[src/rtl/host_arb_pkg.sv]
package host_arb_pkg;
  typedef enum logic [1:0] {ST_IDLE, ST_LEAD, ST_GRANT} busy_st_e;
  typedef enum logic [1:0] {RD_NONE, RD_REG, RD_RAM, RD_BLK} rd_kind_e;
endpackage

[src/rtl/host_busy_fsm.sv]
module host_busy_fsm
  import host_arb_pkg::*;
#(
  parameter int LEAD_LONG  = 68,
  parameter int LEAD_SHORT = 32
) (
  input  logic clk_i,
  input  logic rst_ni,
  input  logic lead_sel_i,
  input  logic notice_i,
  input  logic release_i,
  output logic busy_o,
  output logic grant_o
);
  localparam int LeadMax = (LEAD_LONG > LEAD_SHORT) ? LEAD_LONG : LEAD_SHORT;
  localparam int CntW    = $clog2(LeadMax + 1);
  localparam logic [CntW-1:0] LongLd  = CntW'(LEAD_LONG - 1);
  localparam logic [CntW-1:0] ShortLd = CntW'(LEAD_SHORT - 1);

  busy_st_e      st_q;
  logic [CntW-1:0] cnt_q;

  always_ff @(posedge clk_i or negedge rst_ni) begin
    if (!rst_ni) begin
      st_q  <= ST_IDLE;
      cnt_q <= '0;
    end else begin
      unique case (st_q)
        ST_IDLE: if (notice_i) begin
          st_q  <= ST_LEAD;
          cnt_q <= lead_sel_i ? ShortLd : LongLd;
        end
        ST_LEAD: begin
          if (cnt_q == '0) st_q <= ST_GRANT;
          else             cnt_q <= cnt_q - 1'b1;
        end
        ST_GRANT: if (release_i) st_q <= ST_IDLE;
        default: st_q <= ST_IDLE;
      endcase
    end
  end

  assign busy_o  = (st_q != ST_IDLE);
  assign grant_o = (st_q == ST_GRANT);
endmodule

[src/rtl/host_reg_file.sv]
module host_reg_file #(
  parameter int DATA_W       = 16,
  parameter int CTRL_W       = 13,
  parameter int LEAD_SEL_BIT = 7
) (
  input  logic              clk_i,
  input  logic              rst_ni,
  input  logic              wr_i,
  input  logic [DATA_W-1:0] wdata_i,
  input  logic [DATA_W-1:0] status_i,
  output logic [CTRL_W-1:0] ctrl_o,
  output logic [DATA_W-1:0] status_o,
  output logic              lead_sel_o
);
  logic [CTRL_W-1:0] ctrl_q;
  logic [DATA_W-1:0] stat_q;

  always_ff @(posedge clk_i or negedge rst_ni) begin
    if (!rst_ni) begin
      ctrl_q <= '0;
      stat_q <= '0;
    end else begin
      stat_q <= status_i;
      if (wr_i) ctrl_q <= wdata_i[CTRL_W-1:0];
    end
  end

  assign ctrl_o     = ctrl_q;
  assign status_o   = stat_q;
  assign lead_sel_o = ctrl_q[LEAD_SEL_BIT];
endmodule

[src/rtl/host_ram_mux.sv]
module host_ram_mux
  import host_arb_pkg::*;
#(
  parameter int ADDR_W = 10,
  parameter int DATA_W = 16
) (
  input  logic              clk_i,
  input  logic              rst_ni,
  input  logic              busy_i,
  input  logic              grant_i,
  input  logic              h_we_i,
  input  logic              h_re_i,
  input  logic              h_reg_rd_i,
  input  logic [ADDR_W-1:0] h_addr_i,
  input  logic [DATA_W-1:0] h_wdata_i,
  input  logic [DATA_W-1:0] status_i,
  input  logic [ADDR_W-1:0] e_addr_i,
  input  logic              e_we_i,
  input  logic              e_re_i,
  input  logic [DATA_W-1:0] e_wdata_i,
  output logic [ADDR_W-1:0] ram_addr_o,
  output logic              ram_we_o,
  output logic              ram_re_o,
  output logic [DATA_W-1:0] ram_wdata_o,
  input  logic [DATA_W-1:0] ram_rdata_i,
  output logic [DATA_W-1:0] rdata_o,
  output logic              rvalid_o
);
  rd_kind_e          kind_q;
  logic [DATA_W-1:0] snap_q, rdata_q;
  logic              rvalid_q;

  always_comb begin
    ram_addr_o  = h_addr_i;
    ram_wdata_o = h_wdata_i;
    ram_we_o    = 1'b0;
    ram_re_o    = 1'b0;
    if (grant_i) begin
      ram_addr_o  = e_addr_i;
      ram_wdata_o = e_wdata_i;
      ram_we_o    = e_we_i;
      ram_re_o    = e_re_i;
    end else if (!busy_i) begin
      ram_we_o = h_we_i;
      ram_re_o = h_re_i;
    end
  end

  always_ff @(posedge clk_i or negedge rst_ni) begin
    if (!rst_ni) begin
      kind_q   <= RD_NONE;
      snap_q   <= '0;
      rdata_q  <= '0;
      rvalid_q <= 1'b0;
    end else begin
      snap_q <= status_i;
      if (h_reg_rd_i)  kind_q <= RD_REG;
      else if (h_re_i) kind_q <= busy_i ? RD_BLK : RD_RAM;
      else             kind_q <= RD_NONE;
      rvalid_q <= (kind_q != RD_NONE);
      unique case (kind_q)
        RD_REG:  rdata_q <= snap_q;
        RD_RAM:  rdata_q <= ram_rdata_i;
        RD_BLK:  rdata_q <= '0;
        default: rdata_q <= rdata_q;
      endcase
    end
  end

  assign rdata_o  = rdata_q;
  assign rvalid_o = rvalid_q;
endmodule

[src/rtl/host_ram_arbiter.sv]
module host_ram_arbiter
  import host_arb_pkg::*;
#(
  parameter int ADDR_W       = 10,
  parameter int DATA_W       = 16,
  parameter int CTRL_W       = 13,
  parameter int LEAD_SEL_BIT = 7,
  parameter int LEAD_LONG    = 68,
  parameter int LEAD_SHORT   = 32
) (
  input  logic              clk_i,
  input  logic              rst_ni,
  input  logic              host_cs_i,
  input  logic              host_rw_i,
  input  logic              host_oe_i,
  input  logic              host_reg_i,
  input  logic [ADDR_W-1:0] host_addr_i,
  input  logic [DATA_W-1:0] host_wdata_i,
  output logic [DATA_W-1:0] host_rdata_o,
  output logic              host_rvalid_o,
  output logic              rbusy_o,
  output logic [CTRL_W-1:0] ctrl_o,
  input  logic [DATA_W-1:0] status_i,
  input  logic              eng_notice_i,
  input  logic              eng_release_i,
  output logic              eng_grant_o,
  input  logic [ADDR_W-1:0] eng_addr_i,
  input  logic              eng_we_i,
  input  logic              eng_re_i,
  input  logic [DATA_W-1:0] eng_wdata_i,
  output logic [DATA_W-1:0] eng_rdata_o,
  output logic [ADDR_W-1:0] ram_addr_o,
  output logic              ram_we_o,
  output logic              ram_re_o,
  output logic [DATA_W-1:0] ram_wdata_o,
  input  logic [DATA_W-1:0] ram_rdata_i
);
  logic rd_strb, wr_strb, reg_wr, reg_rd, mem_wr, mem_rd;
  logic lead_sel, busy, grant;
  logic [DATA_W-1:0] stat_held;

  assign rd_strb = host_cs_i & host_rw_i & host_oe_i;
  assign wr_strb = host_cs_i & ~host_rw_i;
  assign reg_wr  = wr_strb & host_reg_i;
  assign reg_rd  = rd_strb & host_reg_i;
  assign mem_wr  = wr_strb & ~host_reg_i;
  assign mem_rd  = rd_strb & ~host_reg_i;

  host_reg_file #(
    .DATA_W(DATA_W), .CTRL_W(CTRL_W), .LEAD_SEL_BIT(LEAD_SEL_BIT)
  ) u_regs (
    .clk_i, .rst_ni,
    .wr_i(reg_wr), .wdata_i(host_wdata_i), .status_i(status_i),
    .ctrl_o(ctrl_o), .status_o(stat_held), .lead_sel_o(lead_sel)
  );

  host_busy_fsm #(
    .LEAD_LONG(LEAD_LONG), .LEAD_SHORT(LEAD_SHORT)
  ) u_busy (
    .clk_i, .rst_ni,
    .lead_sel_i(lead_sel), .notice_i(eng_notice_i), .release_i(eng_release_i),
    .busy_o(busy), .grant_o(grant)
  );

  host_ram_mux #(
    .ADDR_W(ADDR_W), .DATA_W(DATA_W)
  ) u_mux (
    .clk_i, .rst_ni,
    .busy_i(busy), .grant_i(grant),
    .h_we_i(mem_wr), .h_re_i(mem_rd), .h_reg_rd_i(reg_rd),
    .h_addr_i(host_addr_i), .h_wdata_i(host_wdata_i), .status_i(stat_held),
    .e_addr_i(eng_addr_i), .e_we_i(eng_we_i), .e_re_i(eng_re_i), .e_wdata_i(eng_wdata_i),
    .ram_addr_o, .ram_we_o, .ram_re_o, .ram_wdata_o, .ram_rdata_i,
    .rdata_o(host_rdata_o), .rvalid_o(host_rvalid_o)
  );

  assign rbusy_o     = busy;
  assign eng_grant_o = grant;
  assign eng_rdata_o = ram_rdata_i;
endmodule

[config.mk]
export PLATFORM = sky130hd
export DESIGN_NAME = host_ram_arbiter
export DESIGN_NICKNAME = d
export VERILOG_FILES = /design/src/rtl/host_arb_pkg.sv /design/src/rtl/host_busy_fsm.sv /design/src/rtl/host_reg_file.sv /design/src/rtl/host_ram_mux.sv /design/src/rtl/host_ram_arbiter.sv
export SDC_FILE = /design/constraint.sdc
export NUM_CORES = 1
export LEC_CHECK = 0
export ABC_CLOCK_PERIOD_IN_PS = 4900
export BUFFER_PORTS_ARGS = -buffer_cell sky130_fd_sc_hd__buf_2
export CORE_MARGIN = 2
export CORE_UTILIZATION = 25
export DETAILED_ROUTE_END_ITERATION = 16
export GPL_ROUTABILITY_DRIVEN = 0
export GPL_TIMING_DRIVEN = 0
export PLACE_DENSITY = 0.46
export SLEW_MARGIN = 20
export SYNTH_ARGS = -nofsm -noshare
export SYNTH_HDL_FRONTEND = slang
export SYNTH_HIERARCHICAL = 1
export SYNTH_SLANG_ARGS = --single-unit
export TNS_END_PERCENT = 30
[constraint.sdc]
create_clock -name clk_i -period 4.9 [get_ports clk_i]
set_input_delay 0.98 -clock clk_i [delete_from_list [all_inputs] [get_ports clk_i]]
set_output_delay 0.98 -clock clk_i [all_outputs]
set_load 0.005 [all_outputs]
==> results of run 1 <==
==> stage by stage <==
stage,setup WS (ns),instance area (um2),std cells,power (W)
floorplan,2.46,3360,234,0.00105
global placement,2.11,4420,579,0.00123
detailed placement,2.11,4450,580,0.00124
CTS,1.79,4730,595,0.00185
global route,1.70,4730,595,0.00193
finish,1.87,4730,595,0.00181
==> final timing paths <==
check | startpoint | to | slack [ns]
max | u_busy/st_q[0] | ram_addr_o[8] | 1.87
min | u_regs/status_o[8] | u_mux/snap_q[8] | 0.34
max reg2reg | u_busy/cnt_q[0] | u_busy/cnt_q[4] | 3.16
min reg2reg | u_regs/status_o[8] | u_mux/snap_q[8] | 0.34
max in group asynchronous | rst_ni | u_regs/ctrl_o[8] | 3.80
min in group asynchronous | rst_ni | u_mux/rdata_o[4] | 0.54
==> synthesized netlist by cell type, types with 2 or more instances <==
cell,n
sky130_fd_sc_hd__a21oi_1,2
sky130_fd_sc_hd__a311oi_1,2
sky130_fd_sc_hd__buf_2,6
sky130_fd_sc_hd__buf_4,17
sky130_fd_sc_hd__buf_6,4
sky130_fd_sc_hd__dfrtp_1,73
sky130_fd_sc_hd__inv_1,8
sky130_fd_sc_hd__mux2_2,29
sky130_fd_sc_hd__mux2_4,10
sky130_fd_sc_hd__mux2i_1,16
sky130_fd_sc_hd__nand2_1,2
sky130_fd_sc_hd__nand2b_1,2
sky130_fd_sc_hd__nor2_1,7
sky130_fd_sc_hd__nor2b_1,2
sky130_fd_sc_hd__nor3_1,3
sky130_fd_sc_hd__nor3b_1,3
sky130_fd_sc_hd__o2bb2ai_1,7
sky130_fd_sc_hd__o2bb2ai_2,10
sky130_fd_sc_hd__or2_2,2
==> layout make-up <==
class	count	area [um2]
Fill cell	1314	8460
Sequential cell	73	1830
Multi-Input combinational cell	124	1260
Timing Repair Buffer	170	876
Clock buffer	10	239
Buffer	29	238
Tap cell	176	220
Clock inverter	5	32.5
Inverter	8	30.0
==> critical path: stages (launching register included) <==
cell	delay [ns]
sky130_fd_sc_hd__dfrtp_1	0.38
sky130_fd_sc_hd__buf_2	0.17
sky130_fd_sc_hd__nor2b_1	0.33
sky130_fd_sc_hd__buf_2	0.34
sky130_fd_sc_hd__mux2_2	0.38
sky130_fd_sc_hd__buf_2	0.13
==> where the power goes <==
group | internal (W) | switching [W] | leakage (nW) | total [W]
logic | 0.000250 | 0.000201 | 1.30 | 0.000450
registers | 0.000707 | 0.0000644 | 0.870 | 0.000771
clock network | 0.000351 | 0.000238 | 0.126 | 0.000589
total | 0.00131 | 0.000503 | 2.29 | 0.00181
==> layer usage <==
layer  wire length, um  vias up  global-route usage, %  part of all wire [%]
li1                  -     1189                      -                     -
met1              3370     1145                   14.0                    44
met2              3650      119                   17.2                    48
met3               549        5                   2.90                   7.2
met4                74        0                   3.75                  0.97
met5                 0        -                      0                     0
==> state kept, by name, summed over array words and instances, names as in the netlist <==
register / flops
u_mux/rdata_o: 16
u_mux/kind_q: 2
u_regs/ctrl_o: 13
u_regs/status_o: 16
u_busy/cnt_q: 7
u_mux/rvalid_o: 1
u_busy/st_q: 2
u_mux/snap_q: 16
==> kinds of logic (layout without fill, tap and decap cells) <==
family	Yosys count	count (layout)	share of synthesized area [%]
muxes	55	55	19.0
buffers and inverters	37	222	7.97
AOI/OAI and AO/OA	34	34	11.2
adders and majority gates	1	1	0.373
and+or+nand+nor	34	34	7.12
DFF	73	73	54.4
==> cell usage in the layout (no fill, tap or decap), types with 3 or more instances in the layout <==
| cell type | count |
|---|---|
| sky130_fd_sc_hd__buf_6 | 4 |
| sky130_fd_sc_hd__buf_4 | 18 |
| sky130_fd_sc_hd__mux2i_1 | 16 |
| sky130_fd_sc_hd__mux2_4 | 10 |
| sky130_fd_sc_hd__mux2_2 | 29 |
| sky130_fd_sc_hd__o2bb2ai_2 | 10 |
| sky130_fd_sc_hd__buf_2 | 174 |
| sky130_fd_sc_hd__inv_1 | 8 |
| sky130_fd_sc_hd__nor2_1 | 7 |
| sky130_fd_sc_hd__nor3b_1 | 3 |
| sky130_fd_sc_hd__o2bb2ai_1 | 7 |
| sky130_fd_sc_hd__clkinvlp_4 | 3 |
| sky130_fd_sc_hd__nor3_1 | 3 |
| sky130_fd_sc_hd__clkbuf_16 | 9 |
| sky130_fd_sc_hd__dfrtp_1 | 73 |
==> run summary, run 1 <==
The die extent in x is 120 um. The tool flagged a number of max-cap violations equal to 0. The maximum clock frequency came out at 0.330 GHz. Adding up every negative setup slack in the final design gives 0 ns. The power density relative to cell area is 383 nW/um2. The number of buffers inserted by hold repair at cts came out at 0.

The smallest hold slack came out at 0.345 ns. For this design the static power due to leakage is 2.29 nW. The maximum fanout encountered on the critical timing path came out at 10. The maximum resistive drop on vdd is 141 uV.

For this configuration, the core starts out at a cell density of 25.5%. The worst-case reg-to-reg path depth is 5. The detail-routed net length per standard cell came out at 12.9 um. The post-route clock period utilization came out at 61.9%. The per-instance average area after synthesis is 14.4 um2.

The synthesized instance count came out at 234. The first-pass GRT wire length is 11.9 mm. The initialized floorplan defines 42 standard-cell rows. The vias per cell came out at 4.13. The total nets after synthesis is 329. The floorplan die area is 14,400 um2. The number of enable flip-flop cells after synthesis came out at 0.

At the pin with the least slew margin, the transition time is 0.425 ns. The number of global-route vias before repair is 2,360. The core utilization of the finished layout is 35.8%. Setup repair after global routing left no endpoint under its margin. The post-synthesis cell type count came out at 48.

The share of the Yosys chip area taken by registers is 54.4%. Compared with the post-synthesis result, the final layout area differs by 40.7%. The number of setup buffers added after CTS came out at 0. The final max-slew violation count is 0.

The initial antenna violation count came out at 0. In this run the tool buffered the top-level ports with 169 buffer cells. For this run, the leading register cell type out of synthesis is sky130_fd_sc_hd__dfrtp_1. The pin count of the biggest net entering global routing came out at 54.

The flow ran to the end, and the final reports show no timing, DRC or antenna violations. The clock passes through at most 2 buffers. The number of cells upsized or downsized after cts is 0. The residual DRC count came out at 0.

The fraction of registers with async set or reset after synthesis is 100%. The worst setup path is launched from a flop. The number of detailed-routing iterations run before antenna repair came out at 4. The yosys synthesis warning count came out at 6. The clock latency reported for the late side of the worst-skew pair came out at 0.32 ns. The cell type with the largest total area after synthesis is sky130_fd_sc_hd__dfrtp_1. The clock transition at the registers of the reported paths came out at 0.05 ns. The number of setup violations in the final report is 0. The required time reported for the critical path endpoint is 3.92 ns. After global routing the overflow that remains totals 0. The area of the mapped netlist is 3360 um2.

The number of buffers created by CTS is 9. The number of I/O pins is 170. The level count of the clock H-tree came out at 3. The proportion of netlist area held by the largest area contributor came out at 54.4%. 0 antenna diodes ended up in the layout.

The worst setup path is captured at an output port. Counting every sink on the clock net gives 73. The total area inside the core boundary comes to 13,200 um2. After synthesis, the cell types taking the most area are sky130_fd_sc_hd__dfrtp_1, sky130_fd_sc_hd__mux2_2, sky130_fd_sc_hd__mux2i_1. In this run the tightest slew margin relative to its limit is 71.5%.

The worst hold path stage count is 0. The total wirelength of the detailed-routed design came out at 7.65 mm. The path class of the tightest hold or removal check is reg -> reg. The final clock skew came out at 0.00507 ns. The first-iteration detailed-routing DRC count came out at 83. The count of nets after finishing came out at 510. The cell sitting at the root of the clock tree is a sky130_fd_sc_hd__clkbuf_16. The critical path start-end classification is reg -> out.

The share of post-route cells with drive strength above 1 is 65.9%. The final hold violation count came to 0. The routed layout has 2,458 vias. The data arrival time at the worst-slack endpoint came out at 2.05 ns. Global routing used 10.7% of the available tracks across all layers. The die span in y is 120 um. The post-layout minimum cycle time is 3.03 ns. The clock tree from TritonCTS is built. The remaining antenna violation count after routing came out at 0. The number of flip-flops and latches in the synthesized netlist is 73. The detailed placer's ending HPWL is 5.92 mm.
No activity file was read; power rests on OpenSTA's default activity.
==> run 2, diff against run 1 <==
- ABC_AREA: default -> 1
- ABC_CLOCK_PERIOD_IN_PS: 4900 -> 2500
- PLACE_DENSITY: 0.46 -> 0.48
- clock period: 4.9 -> 2.5 ns (I/O delays scaled with it)
==> run 2 against run 1 <==
  * Largest power group unchanged
  * Clock-buffer cell count is 1 lower
  * Clock power is 130% higher
  * Hold slack worse by 0.23 ns
  * Routed wire length rose by 14%
  * Largest cell class unchanged
  * Critical endpoint is now ram_addr_o[7]
  * Via count increased by 22%
  * Highest routed layer unchanged
  * Critical path type unchanged
  * Die area decreased by 2.6%
  * First-iteration DRC count grew 67%
==> run summary, run 2 <==
Run status: finished clean (unchanged). The flip-flop cell with the highest count after synthesis is sky130_fd_sc_hd__dfrtp_1 (unchanged). The area of the mapped netlist is 3270 um2 (was 3360 um2). The vias per cell came to 4.10 (was 4.13). The number of I/O pins was 170 (unchanged). The number of enable flip-flop cells after synthesis is 0 (unchanged). Commonest non-fill, non-tap cells in the layout: sky130_fd_sc_hd__buf_2, sky130_fd_sc_hd__nand2_1, sky130_fd_sc_hd__dfrtp_1, sky130_fd_sc_hd__nand3_1, sky130_fd_sc_hd__buf_4 (was sky130_fd_sc_hd__buf_2, sky130_fd_sc_hd__dfrtp_1, sky130_fd_sc_hd__mux2_2, sky130_fd_sc_hd__buf_4, sky130_fd_sc_hd__mux2i_1). The overall via count from detail_route came out at 3,005 (was 2,458).

The initial antenna violation count came out at 0 (unchanged). The number of cells upsized or downsized after cts came out at 0 (unchanged). The post-synthesis cell type count is 23 (was 48).

The first-iteration detailed-routing DRC count is 139 (was 83). The number of setup buffers added after CTS came out at 0 (unchanged). The clock latency reported for the late side of the worst-skew pair is 0.32 ns (about the same). The power density relative to cell area came out at 819 nW/um2 (was 383 nW/um2).

The sequential share of power is 39.2% (was 42.6%). The most common cell in the netlist is sky130_fd_sc_hd__nand2_1 (was sky130_fd_sc_hd__dfrtp_1). The pin count of the biggest net entering global routing is 45 (was 54). The area occupied by multi-input gates is 1110 um2 (was 1260 um2). The proportion of total power due to net switching is 30.0% (was 27.8%). The maximum resistive drop on vdd came out at 278 uV (was 141 uV). The power share of the clock group came out at 35.6% (was 32.5%). The level count of the clock H-tree came to 3 (unchanged). The switching power is 0.00115 W (was 0.000503 W). The die span in y is 118 um (was 120 um).

The leakage power summed over all cells was 2.61 nW (was 2.29 nW). The detailed placer's ending HPWL is 7.02 mm (was 5.92 mm). The kind of launch point of the worst setup path is a flop (unchanged). The total wirelength of the detailed-routed design was 8.73 mm (was 7.65 mm). The worst slack at placement was 0.532 ns (was 2.11 ns). The total clock sinks was 73 (unchanged). The internal power of the cells came to 0.00269 W (was 0.00131 W). The synthesized instance count came out at 375 (was 234). The count of nets after finishing came out at 651 (was 510).

The final max-slew violation count is 0 (unchanged). The detail-routed net length per standard cell is 11.9 um (was 12.9 um). The maximum fanout encountered on the critical timing path was 10 (unchanged). The actual transition at the worst max-transition pin is 0.435 ns (was 0.425 ns). The number of setup violations in the final report is 0 (unchanged). The cell type with the largest total area after synthesis is sky130_fd_sc_hd__dfrtp_1 (unchanged). The final hold violation count is 0 (unchanged). The share of post-route cells with drive strength above 1 is 41.2% (was 65.9%). The number of antenna repair diodes is 0 (unchanged). The number of standard-cell rows in the floorplan is 41 (was 42).

The fraction of registers with async set or reset after synthesis is 100% (unchanged). The setup TNS came out at 0 ns (unchanged). The per-instance average area after synthesis came to 8.72 um2 (was 14.4 um2). The number of buffers on the longest clock path is 2 (unchanged). The data arrival time at the worst-slack endpoint came out at 1.77 ns (was 2.05 ns). The global-route usage over all layers came out at 12.8% (was 10.7%). The yosys synthesis warning count is 6 (unchanged).

The count of fill cells added during filler insertion is 1,334 (was 1,314). The proportion of netlist area held by the largest area contributor came out at 55.9% (was 54.4%). The final clock skew is 0.00592 ns (was 0.00507 ns). The synthesis-to-layout area growth is 43.4% (was 40.7%). The required time reported for the critical path endpoint came to 2.00 ns (was 3.92 ns).

The worst path needs 2.27 ns of the cycle, external delays included. The remaining antenna violation count after routing was 0 (unchanged). Setup repair after global routing missed its margin: no (unchanged). The number of global-route vias before repair is 2,938 (was 2,360). The sequential element share of the synthesized area came to 55.9% (was 54.4%). The path class of the lowest-slack min-delay path is in -> async (was reg -> reg).

The number of I/O port buffers is 169 (unchanged). The total nets after synthesis is 470 (was 329). The floorplan die area is 14,000 um2 (was 14,400 um2). The maximum clock frequency is 0.440 GHz. The fraction of power consumed by combinational cells is 25.2% (was 24.9%). Most frequent cells after synthesis: sky130_fd_sc_hd__nand2_1, sky130_fd_sc_hd__dfrtp_1, sky130_fd_sc_hd__nand3_1, sky130_fd_sc_hd__buf_4, sky130_fd_sc_hd__inv_1 (was sky130_fd_sc_hd__dfrtp_1, sky130_fd_sc_hd__mux2_2, sky130_fd_sc_hd__buf_4, sky130_fd_sc_hd__mux2i_1). The number of detailed-routing iterations run before antenna repair came out at 6 (was 4). The residual DRC count is 0 (unchanged).

The initial standard-cell utilization of the core came to 25.8% (was 25.5%). The post-route clock period utilization is 90.9%. The leading cell type in the layout, fill and taps excluded is sky130_fd_sc_hd__buf_2 (unchanged).

The die extent in x came out at 118 um (was 120 um). The number of flip-flops and latches in the synthesized netlist is 73 (unchanged). The core outline area is 12,700 um2 (was 13,200 um2).

The category of the worst setup path capture point is an output port (unchanged). The number of buffers inserted by hold repair at cts is 0 (unchanged). The final global-route overflow total was 0 (unchanged). The number of buffers created by CTS came out at 9 (unchanged). The headroom to the max-slew limit is 70.9% (was 71.5%).

The critical path start-end classification is reg -> out (unchanged). The max-capacitance violation count was 0 (unchanged). Top post-synthesis cells by area: sky130_fd_sc_hd__dfrtp_1, sky130_fd_sc_hd__nand2_1, sky130_fd_sc_hd__nand3_1 (was sky130_fd_sc_hd__dfrtp_1, sky130_fd_sc_hd__mux2_2, sky130_fd_sc_hd__mux2i_1).

The clock transition at the registers of the reported paths came to 0.06 ns (was 0.05 ns). The clock tree from TritonCTS is built (unchanged). The first-pass GRT wire length is 14.3 mm (was 11.9 mm). The cell chosen for the clock root was sky130_fd_sc_hd__clkbuf_16 (unchanged). The sequential standard cell area came to 1830 um2 (unchanged). The post-route worst setup slack is 0.228 ns (was 1.87 ns).
## run 2: path summary, 6_finish.rpt
kind | depth (start not counted) | end | start | slack, ns
min reg2reg | 0 | u_mux/snap_q[4] | u_regs/status_o[4] | 0.34
min | 1 | u_mux/rdata_o[2] | rst_ni | 0.11
max in group asynchronous | 2 | u_busy/cnt_q[6] | rst_ni | 1.84
max | 7 | ram_addr_o[7] | u_busy/st_q[1] | 0.23
max reg2reg | 7 | u_busy/cnt_q[0] | u_busy/cnt_q[0] | 0.89
min in group clk_i | 1 | u_regs/status_o[6] | status_i[6] | 0.28
## run 2: logic make-up (layout without fill, tap and decap cells)
| group | count (synthesis) | in the layout | share of synthesized area (%) |
|---|---|---|---|
| adders and majority gates | 1 | 1 | 0.383 |
| buffers and inverters | 52 | 238 | 10.2 |
| and+or+nand+nor | 240 | 240 | 31.6 |
| DFF | 73 | 73 | 55.9 |
| AOI/OAI and AO/OA | 9 | 9 | 1.91 |
## run 2: power by group through the flow
stage	Combinational (W)	Clock, W	Sequential (W)
6_report	0.000966	0.00137	0.00151
3_3_place_gp	0.000960	0	0.00152
4_1_cts	0.000986	0.00142	0.00151
2_1_floorplan	0.000567	0	0.00152
5_1_grt	0.00111	0.00149	0.00153
3_5_place_dp	0.000983	0	0.00153
## run 2: routing by layer
| layer | vias up | wire length, um | GRT usage, % |
|---|---|---|---|
| met2 | 140 | 4190 | 22.2 |
| met5 | - | 0 | 0 |
| met3 | 9 | 692 | 4.10 |
| met4 | 0 | 133 | 3.69 |
| li1 | 1524 | - | - |
| met1 | 1332 | 3710 | 15.0 |
## run 2: stage by stage
stage	instances	power (W)	utilization, %	cell area (um2)	hold slack, ns
2_1_floorplan	375	0.00208	-	3270	0.204
3_3_place_gp	716	0.00248	34.2	4330	0.332
3_5_place_dp	717	0.00251	34.4	4360	0.335
4_1_cts	733	0.00392	37.0	4690	0.112
5_1_grt	733	0.00413	37.0	4690	0.126
6_report	733	0.00384	37.0	4690	0.113
## run 2: worst max-delay path: stages (launching register included)
cell                      delay [ns]
sky130_fd_sc_hd__dfrtp_1        0.39
sky130_fd_sc_hd__inv_1          0.09
sky130_fd_sc_hd__nor2_1         0.26
sky130_fd_sc_hd__inv_2          0.18
sky130_fd_sc_hd__buf_2          0.21
sky130_fd_sc_hd__nand2_1        0.13
sky130_fd_sc_hd__nand2_1        0.06
sky130_fd_sc_hd__buf_2          0.12
## run 2: area by class of cell
type	count	area share [%]
repair buffers	170	18.7
multi-input cells	250	23.7
flip-flops and latches	73	39.0
plain buffers	31	5.42
clock inverters	7	2.16
well taps	172	4.59
inverters	21	1.68
clock buffers	9	4.81
